**src/rtl/gpio_irq_pkg.sv**
```systemverilog
package gpio_irq_pkg;
  localparam int SENSE_W = 4;
  localparam int CLR_BIT = 4;
  localparam int CTRL_W  = 5;

  // packed: first member is the MSB, so fall sits at bit 0
  typedef struct packed {
    logic hi;
    logic lo;
    logic rise;
    logic fall;
  } sense_t;
endpackage

```
**src/rtl/gpio_irq_pin.sv**
```systemverilog
module gpio_irq_pin
  import gpio_irq_pkg::*;
(
  input  logic              clk,
  input  logic              rst,
  input  logic              lvl,
  input  logic              wr_sel,
  input  logic [CTRL_W-1:0] wr_data,
  input  logic              en_nxt,
  output logic              req
);
  sense_t sense_q;
  logic   prev_q;
  logic   latch_q;
  logic   latch_nxt;
  logic   rise_seen, fall_seen, edge_hit, lvl_hit, clr;

  always_comb begin
    rise_seen = lvl & ~prev_q;
    fall_seen = ~lvl & prev_q;
    edge_hit  = (rise_seen & sense_q.rise) | (fall_seen & sense_q.fall);
    lvl_hit   = (lvl & sense_q.hi) | (~lvl & sense_q.lo);
    clr       = wr_sel & wr_data[CLR_BIT];
    latch_nxt = (clr | ~en_nxt) ? 1'b0 : (latch_q | edge_hit);
    req       = latch_nxt | lvl_hit;
  end

  always_ff @(posedge clk) begin
    if (rst) begin
      sense_q <= '0;
      prev_q  <= 1'b0;
      latch_q <= 1'b0;
    end else begin
      prev_q  <= lvl;
      latch_q <= latch_nxt;
      if (wr_sel) sense_q <= sense_t'(wr_data[SENSE_W-1:0]);
    end
  end
endmodule

```
**src/rtl/gpio_irq_enable.sv**
```systemverilog
module gpio_irq_enable #(
  parameter int NPINS = 28
) (
  input  logic             clk,
  input  logic             rst,
  input  logic             we,
  input  logic [NPINS-1:0] wd,
  output logic [NPINS-1:0] en_q,
  output logic [NPINS-1:0] en_nxt
);
  assign en_nxt = we ? wd : en_q;

  always_ff @(posedge clk) begin
    if (rst) en_q <= '0;
    else     en_q <= en_nxt;
  end
endmodule

```
**src/rtl/gpio_irq_collect.sv**
```systemverilog
module gpio_irq_collect #(
  parameter int NPINS = 28
) (
  input  logic             clk,
  input  logic             rst,
  input  logic [NPINS-1:0] req_vec,
  input  logic [NPINS-1:0] en_nxt,
  output logic [NPINS-1:0] status,
  output logic             irq
);
  logic [NPINS-1:0] status_d;

  assign status_d = req_vec & en_nxt;

  always_ff @(posedge clk) begin
    if (rst) begin
      status <= '0;
      irq    <= 1'b0;
    end else begin
      status <= status_d;
      irq    <= |status_d;
    end
  end
endmodule

```
**src/rtl/gpio_irq_bank.sv**
```systemverilog
module gpio_irq_bank
  import gpio_irq_pkg::*;
#(
  parameter int NPINS = 28,
  parameter int IDX_W = (NPINS > 1) ? $clog2(NPINS) : 1
) (
  input  logic              clk,
  input  logic              rst,
  input  logic [NPINS-1:0]  pin_lvl,
  input  logic              ctrl_we,
  input  logic [IDX_W-1:0]  ctrl_idx,
  input  logic [CTRL_W-1:0] ctrl_wdata,
  input  logic              en_we,
  input  logic [NPINS-1:0]  en_wdata,
  output logic [NPINS-1:0]  status,
  output logic              irq
);
  logic [NPINS-1:0] en_q;
  logic [NPINS-1:0] en_nxt;
  logic [NPINS-1:0] req_vec;

  gpio_irq_enable #(.NPINS(NPINS)) u_en (
    .clk(clk), .rst(rst), .we(en_we), .wd(en_wdata),
    .en_q(en_q), .en_nxt(en_nxt)
  );

  for (genvar i = 0; i < NPINS; i++) begin : g_pin
    logic sel;
    assign sel = ctrl_we && (ctrl_idx == IDX_W'(i));
    gpio_irq_pin u_pin (
      .clk(clk), .rst(rst), .lvl(pin_lvl[i]),
      .wr_sel(sel), .wr_data(ctrl_wdata),
      .en_nxt(en_nxt[i]), .req(req_vec[i])
    );
  end

  gpio_irq_collect #(.NPINS(NPINS)) u_col (
    .clk(clk), .rst(rst), .req_vec(req_vec), .en_nxt(en_nxt),
    .status(status), .irq(irq)
  );
endmodule

```
**config.mk**
```make
export PLATFORM = sky130hd
export DESIGN_NAME = gpio_irq_bank
export DESIGN_NICKNAME = d
export VERILOG_FILES = /design/src/rtl/gpio_irq_pkg.sv /design/src/rtl/gpio_irq_pin.sv /design/src/rtl/gpio_irq_enable.sv /design/src/rtl/gpio_irq_collect.sv /design/src/rtl/gpio_irq_bank.sv
export SDC_FILE = /design/constraint.sdc
export NUM_CORES = 1
export LEC_CHECK = 0
export BUFFER_PORTS_ARGS = -buffer_cell sky130_fd_sc_hd__buf_2
export CAP_MARGIN = 5
export CELL_PAD_IN_SITES_DETAIL_PLACEMENT = 1
export CELL_PAD_IN_SITES_GLOBAL_PLACEMENT = 1
export CORE_MARGIN = 5
export CORE_UTILIZATION = 44
export CTS_CLUSTER_DIAMETER = 30
export CTS_CLUSTER_SIZE = 28
export DETAILED_ROUTE_END_ITERATION = 16
export MAX_ROUTING_LAYER = met4
export PLACE_DENSITY = 0.91
export SLEW_MARGIN = 15
export SYNTH_ARGS = -nofsm -noshare
export SYNTH_HDL_FRONTEND = slang
export SYNTH_SLANG_ARGS = --single-unit
```
**constraint.sdc**
```tcl
create_clock -name clk -period 1.78 [get_ports clk]
set_input_delay 0 -clock clk [delete_from_list [all_inputs] [get_ports clk]]
set_output_delay 0 -clock clk [all_outputs]
set_load 0.005 [all_outputs]
```
==> results.toml, run 1 <==
[job]
drv_cap = 0

[min_path]
min-delay-start = "ctrl_wdata[3]"
hold_end = "g_pin[12].u_pin.sense_q[3]"
hold_path.class = "input port to register"
min_path_cells = 4

[logic_synthesis]
synth_edf_count = 0
synthFlopType = "dfxtp_1"
synth_cells = 1035
synth_nets = 1105
synth_compound_area_share_pct = 11.6
ys_ff_latch = 225
synth_mux_area_share_pct = 10.7
syn_area_um2 = 8950
ys_top_cells_by_area = "dfxtp_1, mux2i_1, nor2_1"
ys_seq_area_share_pct = 50.3
synth_top_family_by_area = "simple AND/OR/NAND/NOR gates"
synth_fa_ha_area_share_pct = 0
avgSynthCellArea_um2 = 8.65
synthArstFlopShare_pct = 0
yosys.area.top_type = "dfxtp_1"
synthSimpleGateAreaFrac_pct = 22.7
synthXorXnorAreaFrac_pct = 0
yosysWarnings = 0
synth_cell_types = 39
synth_top_area_share_pct = 50.3

[global_routing]
first_global_vias = 10100
grt-ovfl-total = 0
antenna_found_initial = 3
grt_max_degree = 64
track_usage_pct = 32.4
grt_pass1_wl_um = 58200

[detailed_routing]
route.detailed.drc = 0
vias_per_cell = 5.95
dr.pass1.iters = 5
routedWlPerCell_um = 25.2
num_vias = 9247
drt-total-wl_um = 39100
ant_nets = 0
drt_iter0_drc = 794

[power]
leakage_nw = 4.88
p_per_area_nw_per_um2 = 1120
peakVddDrop_v = 0.000664

[sta]
setup_slack_ps = -109
post-route-period-util_pct = 106
hold_violations = 0
slew_headroom_pct = 53.5
slew_viol_final = 0
setup_viol = 1
min_period_ps = 1890
max_freq_mhz = 529
rsz0062_at_grt = "true"
holdWs_ps = 58.7
worstMarginPinSlew_ps = 696
clock_skew_ps = 22.1

[critical_path]
slowest_delay_ps = 380
crit_chain = "mux2i_2 > a31oi_1 > a21oi_2 > nand4_1 > nor4_4 > a41oi_2"
critical_path.max_fanout = 3
required_ps = 2160
endpoint_kind = "register"
r2r_cells = 6
path_buf_inv = 0
regToRegEndpoint = "u_col.irq"
cp.arrival_ps = 2260
critPathKind = "register to register"
regToRegSetupSlack_ps = -110
r2r_start = "u_en.en_q[20]"
crit_path_start_kind = "register"
critical_path.slowest_cell = "nor4_4"
critPathTopFamily = "simple AND/OR/NAND/NOR gates"

[clock_network]
cts_sinks = 225
cts_made_buffers = 38
clk_pin_slew_worst_paths_ps = 60
root_buffer = "clkbuf_16"
clkLatencyLatePin_ps = 520
cts_tree = "built"
cts_buffer_depth = 3
htree_levels = 2

[placement]
numPortBuffers = 98
placed_cell_area_um2 = 10100
place_congestion = 0.831
place_hpwl_um = 19200

[layout]
utilization_pct = 61.1
fin_area_um2 = 12300
fillCellCount = 2275
area_delta_synth_final_pct = 37.3
final_common_cell = "dfxtp_1"
mostFrequentLayoutCells = "dfxtp_1, nor2_1, nand2_1"
final_layout_size_suffix_gt1_share_pct = 21.6
nets = 1321

[run_status]
outcome = "finished, violations left"
violations = "negative setup slack"

[floorplan]
die_w_um = 153
ios = 99
fp.coreArea_um2 = 20100
start_util_pct = 44.5
dieArea_um2 = 23300
die_h_um = 153
rows = 52
cell usage after synthesis, types with 3 or more instances:
library cell	instances
o211ai_1	17
clkbuf_1	54
buf_2	4
o21ai_0	40
o21a_1	5
nand3_1	49
a21oi_1	101
a31oi_1	17
nor4bb_1	3
nor2b_1	38
nand3b_1	27
nand4_1	5
and4b_1	3
nor2_1	152
buf_1	3
o21ai_1	4
nand4b_1	3
mux2i_1	96
inv_1	21
buf_4	8
dfxtp_1	225
buf_6	3
nand2_1	136
routing by layer:
| layer | GRT usage [%] | wire length (um) | part of all wire, % | vias to the layer above |
|---|---|---|---|---|
| li1 | - | - | - | 3950 |
| met1 | 33.9 | 14000 | 36 | 4511 |
| met2 | 56.1 | 19800 | 51 | 568 |
| met3 | 6.84 | 2750 | 7.0 | 218 |
| met4 | 18.9 | 2470 | 6.3 | 0 |
| met5 | - | 0 | 0 | - |
metrics by stage:
stage	worst slack, ps	instances	total power [mW]	TNS, ps
3_3_place_gp	-39.0	1411	6.00	-39.0
4_1_cts	2.40	1548	13.6	0
3_5_place_dp	-137	1411	6.04	-137
5_1_grt	-154	1553	14.1	-154
2_1_floorplan	332	1035	5.68	0
6_report	-109	1553	13.8	-109
power by group:
| part | internal, mW | switching (mW) | leakage (nW) | total (mW) |
|---|---|---|---|---|
| clock network | 4.87 | 2.71 | 0.628 | 7.58 |
| registers | 5.14 | 0.0582 | 1.83 | 5.19 |
| logic | 0.403 | 0.597 | 2.42 | 1.00 |
| total | 10.4 | 3.37 | 4.88 | 13.8 |
sequential cells by signal, indices dropped and copies added (netlist names):
name	count
g_pin.u_pin.latch_q	28
g_pin.u_pin.prev_q	28
g_pin.u_pin.sense_q	112
u_en.en_q	28
u_col.irq	1
u_col.status	28
worst max path at each step:
stage | from | to | slack (ps) | cells past startpoint
after floorplan | en_we | u_col.irq | 330 | 8
after global placement | ctrl_we | u_col.irq | -40 | 8
after detailed placement | ctrl_idx[3] | u_col.irq | -140 | 9
after CTS | g_pin[26].u_pin.prev_q | u_col.irq | 2 | 6
after global routing | u_en.en_q[20] | u_col.irq | -150 | 6
final | u_en.en_q[20] | u_col.irq | -110 | 6
tightest hold or removal path: cells and delay by family:
family	cells	cell delay, ps
AOI/OAI and AO/OA	1	50
and+or+nand+nor	1	120
buffers and inverters	2	360
cells by family after synthesis:
group / after synthesis
muxes: 96
AOI/OAI and AO/OA: 189
and+or+nand+nor: 431
DFF: 225
buffers and inverters: 94
what timing repair did:
action,CTS,global route
pin swaps,1,9
gates resized for setup,1,31
hold endpoints to repair,104,0
setup buffers,0,2
endpoints found under the setup margin,1,1
hold buffers,68,0
area by class of cell:
type | instances | area [um^2] | area share (%)
Antenna cell | 3 | 7.51 | 0.0611
Clock buffer | 53 | 1090 | 8.86
Clock inverter | 16 | 206 | 1.68
Inverter | 21 | 78.8 | 0.641
Multi-Input combinational cell | 716 | 4190 | 34.1
Sequential cell | 225 | 4510 | 36.7
Tap cell | 270 | 338 | 2.75
Timing Repair Buffer | 249 | 1880 | 15.3
No activity file was read; power rests on OpenSTA's default activity.
==> inputs of run 2 (changes only) <==
Settings changed: CORE_UTILIZATION 44 to 46, SYNTH_HIERARCHICAL from default to 1.
==> run 2 against run 1 <==
The flow finishes with violations (negative hold slack, negative setup slack). Combinational power down 6%. Routed wire length rose by 1.4%. Non-clock buffer count rose by 23. Sequential share of layout area decreased by 2.4 points. Synthesized area grew 3.6%. Via count is 9.9% lower. Worst hold slack lost 59 ps. Global-route usage grew 2.1 points.
==> results.toml, run 2 <==
[layout]
fin_cells = 1457
largest_register_ffs = 112
final_layout_size_suffix_gt1_share_pct = 30.2
nets = 1222
largest-register = "g_pin.u_pin/sense_q"
final_common_cell = "dfxtp_1"
antenna_cells = 0
area_delta_synth_final_pct = 41.9
mostFrequentLayoutCells = "dfxtp_1, nor2_1, mux2i_1"
fillCellCount = 2108
fin_area_um2 = 13200
utilization_pct = 65.7
seq_area_um2 = 4510
multi_input_area_um2 = 4610

[critical_path]
critical_path.max_fanout = 2
regToRegEndpoint = "u_col/irq"
regToRegSetupSlack_ps = -320
cp.arrival_ps = 2500
critPathKind = "register to register"
endpoint_kind = "register"
crit_path_start_kind = "register"
r2r_start = "g_pin[13].u_pin/prev_q"
cp-startpoint = "g_pin[13].u_pin/prev_q"
required_ps = 2190
r2r_cells = 8

[placement]
place_hpwl_um = 18100
dp.cells = 1306
numPortBuffers = 98
placed_cell_area_um2 = 10800
place_congestion = 0.814

[global_routing]
top_usage_layer = "met2"
antenna_found_initial = 0
grt_max_degree = 144
track_usage_pct = 34.4
grt_pass1_wl_um = 60400
first_global_vias = 9522
grt_use_met1_pct = 38.3
grt-ovfl-total = 0
grtUsageMet2_pct = 57.5
use_met3_pct = 8.16

[logic_synthesis]
synth_top_area_share_pct = 48.6
ys_seq_area_share_pct = 48.6
syn_area_um2 = 9280
synth_cell_types = 21
yosysWarnings = 6
synth_edf_count = 0
synthFlopType = "dfxtp_1"
yosys.area.top_type = "dfxtp_1"
synth_nets = 941
ys_top_cells_by_area = "dfxtp_1, mux2i_1, nor2_1"
ys_ff_latch = 225
synthTopCellsByCount = "dfxtp_1, nor2_1, mux2i_1, nand2_1"
synth.most_common_cell = "dfxtp_1"
synthArstFlopShare_pct = 0
synth_cells = 871
avgSynthCellArea_um2 = 10.6

[power]
p_per_area_nw_per_um2 = 1180
peakVddDrop_v = 0.000865
leakage_nw = 5.62

[sta]
min_period_ps = 2100
clock_skew_ps = 25.6
hold_violations = 1
holdWs_ps = -0.635
slew_headroom_pct = 39.3
worstMarginPinSlew_ps = 910
final.setup.tns_ps = -317
post-route-period-util_pct = 118
rsz0062_at_grt = "true"
setup_slack_ps = -317
slew_viol_final = 0
setup_viol = 1
max_freq_mhz = 477

[floorplan]
ios = 99
die_w_um = 152
rows = 52
start_util_pct = 46.3
fp.coreArea_um2 = 20000
die_h_um = 152
dieArea_um2 = 23100

[detailed_routing]
routedWlPerCell_um = 27.2
ant_nets = 0
drt_iter0_drc = 576
dr.pass1.iters = 4
route.detailed.drc = 0
drt-total-wl_um = 39600
num_vias = 8327
vias_per_cell = 5.72

[run_status]
violations = "negative hold slack, negative setup slack"
outcome = "finished, violations left"

[min_path]
hold_path.class = "input port to register"
min_path_cells = 4
hold_end = "u_en/en_q[11]"
min-delay-start = "en_wdata[11]"

[clock_network]
clkLatencyLatePin_ps = 550
cts_sinks = 225
cts_made_buffers = 44
root_buffer = "clkbuf_16"
htree_levels = 2
clk_pin_slew_worst_paths_ps = 50
cts_tree = "built"
cts_buffer_depth = 3

[job]
drv_cap = 0
-- run 2: logic make-up after synthesis --
kind of cell | share of synthesized area [%]
AO/OA/AOI/OAI | 7.99
buffers and inverters | 2.14
flip-flops | 48.6
multiplexers | 19.3
AND/OR/NAND/NOR | 22.0
-- run 2: how the worst max path moves through the flow --
stage	end	slack, ps	cells after the start
finish	u_col/irq	-320	8
global route	u_col/irq	-270	8
CTS	u_col/irq	-110	8
detailed placement	u_col/irq	-430	11
global placement	u_col/irq	-310	11
floorplan	u_col/irq	90	10
-- run 2: metrics by stage --
stage	power, mW	hold WS (ps)	worst slack, ps
CTS	15.4	3.85	-113
global route	15.9	16.2	-268
floorplan	5.58	71.6	85.2
finish	15.6	-0.635	-317
global placement	5.98	261	-309
detailed placement	6.01	274	-432
-- run 2: layer usage --
layer / share of wire [%] / wire length (um)
met4: 5.8 / 2280
met1: 38 / 15100
met5: 0 / 0
met3: 6.9 / 2740
met2: 49 / 19500
-- run 2: power breakdown --
| part | switching (mW) | total, mW | internal [mW] |
|---|---|---|---|
| Sequential | 0.0527 | 5.19 | 5.14 |
| Clock | 3.01 | 9.45 | 6.44 |
| Combinational | 0.522 | 0.937 | 0.415 |
| Total | 3.59 | 15.6 | 12.0 |
-- run 2: worst max-delay path, cell delays in order, from the launching register on --
cell and delay (ps):
dfxtp_1 350, and3b_1 230, o311ai_4 300, nand2_1 170, nand2_2 150, nand4_1 230
nor4_2 310, buf_4 180, a21oi_2 50
-- run 2: repair_timing --
action	CTS	global route
endpoints found under the hold margin	92	0
setup buffers	7	0
pin swaps	22	1
gates resized for setup	15	0
setup endpoints to repair	1	1
hold buffers	63	0
-- run 2: area by class of cell --
type	instances	share of cell area, %
clock inverters	30	3.60
well taps	270	2.57
repair buffers	272	15.6
flip-flops and latches	225	34.2
multi-input cells	609	35.1
clock buffers	51	8.88
